==> src/rtl/crx_pkg.sv <==
package crx_pkg;
  localparam int unsigned CMD_BYTES  = 8;
  localparam int unsigned USED_BYTES = 5;
  localparam int unsigned IDX_W      = $clog2(CMD_BYTES);
  localparam int unsigned BLK_UNIT   = 256;
  localparam int unsigned MAX_CODE   = 6;
  localparam int unsigned MAX_BYTES  = BLK_UNIT << MAX_CODE;
  localparam int unsigned REM_W      = $clog2(MAX_BYTES + 1);
  localparam int unsigned WORD_W     = 32;

  localparam logic [7:0] OP_STREAM = 8'hB7;
  localparam logic [7:0] OP_IDENT  = 8'hB8;

  typedef enum logic [2:0] {
    S_IDLE, S_WAIT, S_FETCH, S_CAPT, S_HOLD, S_BAD
  } seq_state_t;

  typedef struct packed {
    logic [7:0]        op;
    logic [WORD_W-1:0] addr;
  } cmd_view_t;

  function automatic logic [REM_W-1:0] blk_bytes(input logic [2:0] code);
    logic [REM_W-1:0] r;
    case (code)
      3'd0:    r = '0;
      3'd7:    r = REM_W'(4);
      default: r = REM_W'(BLK_UNIT) << code;
    endcase
    return r;
  endfunction
endpackage

==> src/rtl/crx_cmd_bank.sv <==
module crx_cmd_bank
  import crx_pkg::*;
(
  input  logic             clk,
  input  logic             rst_n,
  input  logic             wr_en,
  input  logic [IDX_W-1:0] wr_idx,
  input  logic [7:0]       wr_byte,
  output cmd_view_t        view
);
  logic [7:0] byte_q [USED_BYTES];

  for (genvar i = 0; i < USED_BYTES; i++) begin : g_byte
    always_ff @(posedge clk) begin
      if (!rst_n)
        byte_q[i] <= '0;
      else if (wr_en && wr_idx == IDX_W'(i))
        byte_q[i] <= wr_byte;
    end
  end

  always_comb begin
    view.op   = byte_q[0];
    view.addr = {byte_q[1], byte_q[2], byte_q[3], byte_q[4]};
  end
endmodule

==> src/rtl/crx_pacer.sv <==
module crx_pacer #(
  parameter int unsigned FAST_CYC = 5,
  parameter int unsigned SLOW_CYC = 8
) (
  input  logic clk,
  input  logic rst_n,
  input  logic load,
  input  logic slow,
  input  logic owner_sec,
  output logic expire
);
  localparam int unsigned MAX_BASE = (SLOW_CYC > FAST_CYC) ? SLOW_CYC : FAST_CYC;
  localparam int unsigned CW       = $clog2(2 * MAX_BASE);

  logic [CW:0]   span;
  logic [CW-1:0] cnt_q;
  logic          run_q;

  always_comb begin
    span = slow ? (CW+1)'(SLOW_CYC) : (CW+1)'(FAST_CYC);
    if (!owner_sec)
      span = span << 1;
  end

  always_ff @(posedge clk) begin
    if (!rst_n) begin
      cnt_q <= '0;
      run_q <= 1'b0;
    end else if (load) begin
      cnt_q <= CW'(span - 1'b1);
      run_q <= 1'b1;
    end else if (run_q) begin
      if (cnt_q == '0)
        run_q <= 1'b0;
      else
        cnt_q <= cnt_q - 1'b1;
    end
  end

  assign expire = run_q && (cnt_q == '0);
endmodule

==> src/rtl/crx_seq.sv <==
module crx_seq
  import crx_pkg::*;
#(
  parameter logic [WORD_W-1:0] CHIP_ID = 32'h0000_1FC2
) (
  input  logic              clk,
  input  logic              rst_n,
  input  cmd_view_t         view,
  input  logic              ctl_we,
  input  logic [2:0]        ctl_size,
  input  logic              ctl_slow,
  input  logic              ctl_go,
  input  logic              ctl_irq_en,
  input  logic              dma_arm,
  input  logic              expire,
  input  logic              rd_ready,
  input  logic [WORD_W-1:0] rom_rdata,
  output logic              pace_load,
  output logic              pace_slow,
  output logic              rd_valid,
  output logic [WORD_W-1:0] rd_data,
  output logic              busy,
  output logic              err,
  output logic              irq,
  output logic              dma_req,
  output logic              rom_en,
  output logic [WORD_W-1:0] rom_addr
);
  seq_state_t        state_q;
  logic [WORD_W-1:0] addr_q, buf_q;
  logic [REM_W-1:0]  rem_q;
  logic              valid_q, irq_q, dma_q, err_q, irq_en_q, slow_q;
  logic              start, pop;

  assign start = ctl_we && ctl_go && (state_q == S_IDLE);
  assign pop   = (state_q == S_HOLD) && valid_q && rd_ready;

  assign pace_load = (start && view.op == OP_STREAM) || pop;
  assign pace_slow = start ? ctl_slow : slow_q;

  always_ff @(posedge clk) begin
    if (!rst_n) begin
      state_q  <= S_IDLE;
      addr_q   <= '0;
      buf_q    <= '0;
      rem_q    <= '0;
      valid_q  <= 1'b0;
      irq_q    <= 1'b0;
      dma_q    <= 1'b0;
      err_q    <= 1'b0;
      irq_en_q <= 1'b0;
      slow_q   <= 1'b0;
    end else begin
      irq_q <= 1'b0;
      dma_q <= 1'b0;
      case (state_q)
        S_IDLE: begin
          if (start) begin
            irq_en_q <= ctl_irq_en;
            slow_q   <= ctl_slow;
            err_q    <= 1'b0;
            case (view.op)
              OP_STREAM: begin
                addr_q  <= view.addr;
                rem_q   <= blk_bytes(ctl_size);
                state_q <= S_WAIT;
              end
              OP_IDENT: begin
                buf_q   <= CHIP_ID;
                rem_q   <= '0;
                valid_q <= 1'b1;
                state_q <= S_HOLD;
              end
              default: begin
                err_q   <= 1'b1;
                state_q <= S_BAD;
              end
            endcase
          end
        end
        S_WAIT: begin
          if (expire) begin
            if (rem_q != '0) begin
              state_q <= S_FETCH;
            end else begin
              buf_q   <= '0;
              valid_q <= 1'b0;
              irq_q   <= irq_en_q;
              state_q <= S_IDLE;
            end
          end
        end
        S_FETCH: state_q <= S_CAPT;
        S_CAPT: begin
          buf_q   <= rom_rdata;
          valid_q <= 1'b1;
          addr_q  <= addr_q + WORD_W'(4);
          rem_q   <= rem_q - REM_W'(4);
          dma_q   <= dma_arm;
          state_q <= S_HOLD;
        end
        S_HOLD: begin
          if (pop) begin
            valid_q <= 1'b0;
            state_q <= S_WAIT;
          end
        end
        S_BAD:   state_q <= S_IDLE;
        default: state_q <= S_IDLE;
      endcase
    end
  end

  assign rd_valid = valid_q;
  assign rd_data  = buf_q;
  assign busy     = (state_q != S_IDLE);
  assign err      = err_q;
  assign irq      = irq_q;
  assign dma_req  = dma_q;
  assign rom_en   = (state_q == S_FETCH);
  assign rom_addr = addr_q;
endmodule

==> src/rtl/crx_rom_reader.sv <==
module crx_rom_reader
  import crx_pkg::*;
#(
  parameter logic [31:0] CHIP_ID  = 32'h0000_1FC2,
  parameter int unsigned FAST_CYC = 5,
  parameter int unsigned SLOW_CYC = 8
) (
  input  logic        clk,
  input  logic        rst_n,
  input  logic        cmd_we,
  input  logic [2:0]  cmd_idx,
  input  logic [7:0]  cmd_byte,
  input  logic        ctl_we,
  input  logic [2:0]  ctl_size,
  input  logic        ctl_slow,
  input  logic        ctl_go,
  input  logic        ctl_irq_en,
  input  logic        owner_sec,
  input  logic        dma_arm,
  output logic        rd_valid,
  input  logic        rd_ready,
  output logic [31:0] rd_data,
  output logic        busy,
  output logic        err,
  output logic        irq,
  output logic        dma_req,
  output logic        rom_en,
  output logic [31:0] rom_addr,
  input  logic [31:0] rom_rdata
);
  cmd_view_t view;
  logic      pace_load, pace_slow, expire;

  crx_cmd_bank u_bank (
    .clk     (clk),
    .rst_n   (rst_n),
    .wr_en   (cmd_we),
    .wr_idx  (cmd_idx),
    .wr_byte (cmd_byte),
    .view    (view)
  );

  crx_pacer #(.FAST_CYC(FAST_CYC), .SLOW_CYC(SLOW_CYC)) u_pacer (
    .clk       (clk),
    .rst_n     (rst_n),
    .load      (pace_load),
    .slow      (pace_slow),
    .owner_sec (owner_sec),
    .expire    (expire)
  );

  crx_seq #(.CHIP_ID(CHIP_ID)) u_seq (
    .clk        (clk),
    .rst_n      (rst_n),
    .view       (view),
    .ctl_we     (ctl_we),
    .ctl_size   (ctl_size),
    .ctl_slow   (ctl_slow),
    .ctl_go     (ctl_go),
    .ctl_irq_en (ctl_irq_en),
    .dma_arm    (dma_arm),
    .expire     (expire),
    .rd_ready   (rd_ready),
    .rom_rdata  (rom_rdata),
    .pace_load  (pace_load),
    .pace_slow  (pace_slow),
    .rd_valid   (rd_valid),
    .rd_data    (rd_data),
    .busy       (busy),
    .err        (err),
    .irq        (irq),
    .dma_req    (dma_req),
    .rom_en     (rom_en),
    .rom_addr   (rom_addr)
  );
endmodule

==> config.mk <==
export PLATFORM = sky130hd
export DESIGN_NAME = crx_rom_reader
export DESIGN_NICKNAME = d
export VERILOG_FILES = /design/src/rtl/crx_pkg.sv /design/src/rtl/crx_cmd_bank.sv /design/src/rtl/crx_pacer.sv /design/src/rtl/crx_seq.sv /design/src/rtl/crx_rom_reader.sv
export SDC_FILE = /design/constraint.sdc
export NUM_CORES = 1
export LEC_CHECK = 0
export BUFFER_PORTS_ARGS = -buffer_cell sky130_fd_sc_hd__buf_2
export CELL_PAD_IN_SITES_DETAIL_PLACEMENT = 2
export CELL_PAD_IN_SITES_GLOBAL_PLACEMENT = 2
export CORE_MARGIN = 4
export CORE_UTILIZATION = 36
export DETAILED_ROUTE_END_ITERATION = 8
export PLACE_DENSITY_LB_ADDON = 0.1
export RECOVER_POWER = 50
export SYNTH_ARGS = -nofsm -noshare
export SYNTH_HDL_FRONTEND = slang
export SYNTH_HIERARCHICAL = 1
export SYNTH_SLANG_ARGS = --single-unit
export TNS_END_PERCENT = 5
==> constraint.sdc <==
create_clock -name clk -period 6 [get_ports clk]
set_clock_uncertainty 0.1 [all_clocks]
set_input_delay 0 -clock clk [delete_from_list [all_inputs] [get_ports clk]]
set_output_delay 0 -clock clk [all_outputs]
set_load 0.01 [all_outputs]
# Yosys cells after proc, flatten, opt, wreduce, memory -nomap -nowiden
# Memory sizes are Yosys's and may differ from the RTL's.
# Index checks and enable logic that the tools add are counted.
[word_totals]
regBits = 93
latchBits = 0
ramBits = 40
mem_bits_ro = 0
inputBits = 56
output_inout_bits = 70
word_cells = 132
memories = 1
[classes]
addsub = 4
multipliers = 0
div = 0
order_cmp = 0
eq_ne = 19
shifts = 1
muxes = 55
bitwise = 8
reduce_logical = 32
[memory_table]
columns = ["memory", "depth", "width", "rd", "rd_ports_with_merged_regs", "wr", "line", "text"]
rows = [
  ["u_bank.byte_q", 5, 8, 5, 0, 5, "crx_cmd_bank.sv:11", "logic [7:0] byte_q [USED_BYTES];"],
]
[ops]
columns = ["operator", "count"]
rows = [
  ["two-way mux 32 bit", 6],
  ["case mux 32 bit (3 select lines)", 1],
  ["case mux 15 bit (2 select lines)", 3],
  ["case mux 32 bit (2 select lines)", 1],
  ["two-way mux 8 bit", 5],
  ["adder 32 x 3 -> 32 bit (second input constant)", 1],
  ["two-way mux 1 bit", 26],
  ["two-way mux 4 bit", 5],
  ["equality test 8 bit (second input constant)", 2],
  ["two-way mux 15 bit", 1],
  ["case mux 3 bit (5 select lines)", 1],
  ["nonzero test 15 bit", 1],
  ["left shift 9 x 3 -> 15 bit (first input constant)", 1],
  ["subtractor 15 x 3 -> 15 bit (second input constant)", 1],
  ["equality test 3 x 2 -> 1 bit (second input constant)", 4],
  ["logical AND 1 bit", 11],
  ["inequality test 2 bit (second input constant)", 5],
  ["equality test 3 bit (second input constant)", 3],
  ["zero test 3 bit", 3],
  ["two-way mux 3 bit", 3],
  ["AND reduction 3 bit", 3],
  ["subtractor 4 x 1 -> 4 bit (second input constant)", 2],
  ["equality test 3 x 1 -> 1 bit (second input constant)", 2],
  ["case mux 3 bit (2 select lines)", 1],
  ["other kinds (16)", 27],
]

# Depth between registers and ports, before layout
[logic_depth]
word_depth = 7
ltp_mapped = 12
mapped_depth_nobuf = 10

# Cells and area by module
# The synthesis kept the hierarchy.
[by_module_without_submodules]
columns = ["mod", "instances", "cells_each", "area_per_inst_um2", "seq_area_each_um2"]
rows = [
  ["crx_seq", 1, 553, 4325.4, 1721.7],
  ["crx_cmd_bank", 1, 108, 1599.0, 1201.2],
  ["crx_pacer", 1, 40, 375.4, 100.1],
]

# Least setup slack after synthesis
# No wires, ideal clock.
[synth_timing]
path_kind = "reg-to-reg"
startpoint = "register u_seq.state_q[2]"
endpoint = "register u_pacer.cnt_q[2]"
setup_time_ns = 0.095
arrival_time_ns = 3.115
required_ns = 5.805
path_slack_ns = 2.690
stages_incl_launch_ff = 13
path_buffers = 4
period_less_slack_ns = 3.310
path_cell_list = "dfxtp_1 or3_1 clkbuf_1 or4b_1 buf_2 clkbuf_1 nand2_1 clkbuf_1 mux2i_1 ha_1 nand2_1 or3_1 a221oi_1"
[synth_between]
elab_cells_between_ends = 15
classes_between = "add/sub: 1; eq/ne: 2; mux: 4; reduce/logical: 8"
[synth_lines]
columns = ["element", "line", "text"]
rows = [
  ["start, declared", "crx_seq.sv:29", "seq_state_t state_q;"],
  ["start signal, assigned", "crx_seq.sv:43", "state_q <= S_IDLE;"],
  ["start signal, assigned", "crx_seq.sv:66", "state_q <= S_WAIT;"],
  ["start signal, assigned", "crx_seq.sv:72", "state_q <= S_HOLD;"],
  ["equality test 3 bit or zero test 3 bit (tied branches)", "crx_seq.sv:36, crx_seq.sv:35", ""],
  ["logical AND 1 bit, on equally long branches", "crx_seq.sv:36, crx_seq.sv:35", ""],
  ["logical AND 1 bit, on equally long branches", "crx_seq.sv:36, crx_seq.sv:38", ""],
  ["logical OR 1 bit *", "crx_seq.sv:38", "assign pace_load = (start && view.op == OP_STREAM) || pop;"],
  ["via pace_load", "crx_rom_reader.sv:32", "logic pace_load, pace_slow, expire;"],
  ["inequality test 2 bit (no source line) or nonzero test 2 bit (tied branches)", "-", ""],
  ["AND reduction 2 bit (no source line)", "-", ""],
  ["end signal, assigned", "crx_pacer.sv:30", "cnt_q <= CW'(span - 1'b1);"],
  ["end signal, assigned", "crx_pacer.sv:36", "cnt_q <= cnt_q - 1'b1;"],
  ["end, declared", "crx_pacer.sv:16", "logic [CW-1:0] cnt_q;"],
]
# Mark *: on every way through the listed nets, which the timed path passes. The rest lies on a longest branch.
# A chain may end at the register's enable or synchronous reset.

==> impl_metrics.ini <==
[status]
status = finished with violations
violations = capacitance limit, slew limit

[route]
drt-total-wl_um = 26000
ant_nets = 0
drc = 0
wl_per_cell_um = 23.8
vias = 6376
viasPerCell = 5.84
drtPass1Iterations = 5
first_iter_violations = 356

[timing]
holdWs_ps = 44.0
min_period_over_period_pct = 67.6
finalSetupViolations = 0
fmax_ghz = 0.247
tightest_slew_ps = 2760
tns_ps = 0
rsz0062_at_grt = no
hold_viol = 0
slew_viol_final = 65
finalCriticalPeriod_ps = 4060
setup_ws_ps = 1940
relSlewSlack_pct = -84.1

[place]
dp_slack_ps = 2520
place_congestion = 0.793
dpl.hpwl_um = 16100
port_buffers = 125
dpl-instance-area_um2 = 7080

[synthesis]
synth_seq_area_share_pct = 48.0
async_reset_ff_share_pct = 0
synth_area_um2 = 6300
ys_seq_elements = 131
yosysUniqueCellTypes = 71
synth.largest_area_cell = dfxtp_1
synth_mux_area_share_pct = 1.31
synth_area_per_cell_um2 = 8.99
synth-edff-count = 40
synthSimpleGateAreaFrac_pct = 27.0
syn-num-nets = 764
synth_compound_area_share_pct = 18.2
synth_top_family_by_area = simple AND/OR/NAND/NOR gates
synthTopCellsByCount = dfxtp_1, nand3_1, nand2_1
synthCells = 701
ys.flop_type = dfxtp_1
synth_area_leaders = dfxtp_1, edfxtp_1, nand3_1
synth_xor_area_share_pct = 0.417
synthAdderAreaFrac_pct = 1.39
yosys_warnings = 6
yosys.area.top_type_share_pct = 28.9
yosysMostFrequentCell = dfxtp_1

[global_route]
overflow = 0
grt_pass1_wl_um = 40400
antenna_found_initial = 0
grt_start_max_net_pins = 65
globalRouteTotalUtil_pct = 26.1
grt_pass1_vias = 7027

[critical_path]
rr_endpoint = u_pacer/cnt_q[2]$_SDFFE_PN0P_
startpoint_type = primary input
worst-path-buf-inv = 3
cp_slowest_cell = clkbuf_1
critPathMaxStageDelay_ps = 2000
reg2reg_from = u_seq/state_q[1]$_SDFFE_PN0P_
crit_path_cell_trace = buf_2 -> buf_4 -> clkbuf_1 -> o21ai_0
cp_top_family = buffers and inverters
crit_arrival_ps = 3810
path_max_fanout = 64
worstRegToRegCells = 8
r2r_slack_ps = 2430
worst-setup-path-type = in -> reg
cp_data_required_time_ps = 5760
crit_path_end_kind = flip-flop

[cells_and_area]
multi_input_area_um2 = 3040
drive_above_1_share_pct = 11.4
nFillCells = 1913
num_antenna_cells = 0
fin_nets = 916
regArea_um2 = 3020
area_growth_pct = 27.3
stdcell_area_um2 = 8020

[power_and_ir_drop]
p_leak_nw = 2.86
clkPwrFrac_pct = 48.7
power_density_nw_per_um2 = 260
power_mw = 2.09
power.internal_mw = 1.59
p_sw_share_pct = 23.8
seqPwrFrac_pct = 45.4
combPwrFrac_pct = 5.9
vdd_ir_drop_max_v = 0.000205
power.switching_uw = 495

[clocking]
cts_max_path_buffers = 2
cts_buffers = 17
cts_setup_buffers = 0
clkSinkCount = 131
cts.htree.levels = 4
cts-resized-gates = 0
clkTransAtPathRegs_ps = 60
insertion_delay_ps = 420
clock-root-buffer = clkbuf_16
cts_tree = yes

[die]
die_w_um = 140
rows = 48
core_area_um2 = 17200
floorplan.initialDensity_pct = 36.5
fp.dieH_um = 140
design.die.area_um2 = 19700
io_pins = 126

[job]
cap_violations = 1

[hold_path]
hp-class = in -> reg
hold_depth = 4
min_from = ctl_go
hold_end = u_seq/state_q[1]$_SDFFE_PN0P_
-- worst reg2reg max path, stage by stage, from the launching register on --
cell	delay (ps)
dfxtp_1	540
or3_1	550
or4b_1	600
nand2_1	400
mux2i_1	320
ha_1	250
nand2_1	100
or3_1	340
a221oi_1	290
-- logic make-up (layout without fill, tap and decap cells) --
| family | after synthesis | in the layout |
|---|---|---|
| AO/OA/AOI/OAI | 179 | 179 |
| XOR/XNOR | 3 | 3 |
| adder cells (fa/ha/maj) | 7 | 7 |
| buffers and inverters | 59 | 224 |
| flip-flops | 131 | 131 |
| multiplexers | 8 | 8 |
| AND/OR/NAND/NOR | 314 | 314 |
-- flip-flops by register name, indices dropped and copies added, names as in the netlist --
name	flops
u_seq/dma_req	1
u_seq/rom_addr	32
u_seq/irq	1
u_seq/state_q	3
u_seq/rd_data	32
u_seq/irq_en_q	1
u_bank/byte_q	40
u_seq/err	1
u_seq/slow_q	1
u_seq/rem_q	13
u_pacer/run_q	1
u_seq/rd_valid	1
u_pacer/cnt_q	4
-- layer usage --
metal | global-route usage, % | vias to the layer above | routed length [µm]
li1 | - | 2918 | -
met1 | 30.6 | 3234 | 10700
met2 | 47.2 | 165 | 13400
met3 | 5.02 | 59 | 977
met4 | 9.43 | 0 | 791
met5 | 0 | - | 0
-- placed cells by master, fill, tap and decap left out, drive strengths merged, types with 8 or more instances in the layout --
cell type     n
a21oi        45
a31oi        10
and2          8
and3         28
buf          53
clkbuf       99
dfxtp        91
dlygate4sd3  48
edfxtp       40
inv          12
nand2        63
nand3        64
nand3b       11
nand4        11
nor2         58
nor3         12
o21ai        61
or3           9
-- stage by stage --
| step | utilization (%) | instances |
|---|---|---|
| floorplan | - | 701 |
| global placement | 41.1 | 1011 |
| detailed placement | 41.1 | 1011 |
| CTS | 47.2 | 1091 |
| global route | 46.5 | 1091 |
| finish | 46.5 | 1091 |
-- how the worst max path moves through the flow --
stage                                        from                                 to  slack (ps)  cells past startpoint
finish                                      rst_n  u_bank/byte_q[1][5]$_SDFFCE_PN0P_        1940                      4
global placement    u_seq/state_q[1]$_SDFFE_PN0P_      u_pacer/cnt_q[2]$_SDFFE_PN0P_        2790                      8
global route                                rst_n  u_bank/byte_q[1][1]$_SDFFCE_PN0P_        1440                      4
detailed placement  u_seq/state_q[1]$_SDFFE_PN0P_      u_pacer/cnt_q[2]$_SDFFE_PN0P_        2520                      8
floorplan           u_seq/state_q[2]$_SDFFE_PN0P_      u_pacer/cnt_q[2]$_SDFFE_PN0P_        2690                     12
CTS                 u_seq/state_q[1]$_SDFFE_PN0P_      u_pacer/cnt_q[2]$_SDFFE_PN0P_        2470                      8
-- area by class of cell --
cell class	instances	share of cell area, %
flip-flops and latches	131	37.7
well taps	225	3.51
multi-input cells	511	37.9
clock inverters	12	1.29
clock buffers	20	5.83
inverters	12	0.562
repair buffers	180	13.2
-- timing repair --
item                                    in CTS  in global routing
endpoints found under the setup margin       0                  0
endpoints found under the hold margin       81                  0
hold buffers                                48                  0
-- power groups by stage --
stage / combinational [mW] / sequential (mW) / clock [mW]
after detailed placement: 0.0965 / 0.965 / 0
after CTS: 0.122 / 0.946 / 1.03
final: 0.124 / 0.947 / 1.01
after floorplan: 0.0514 / 0.958 / 0
after global routing: 0.134 / 0.949 / 1.08
after global placement: 0.0909 / 0.963 / 0
Power figures use the tool's default switching activity.
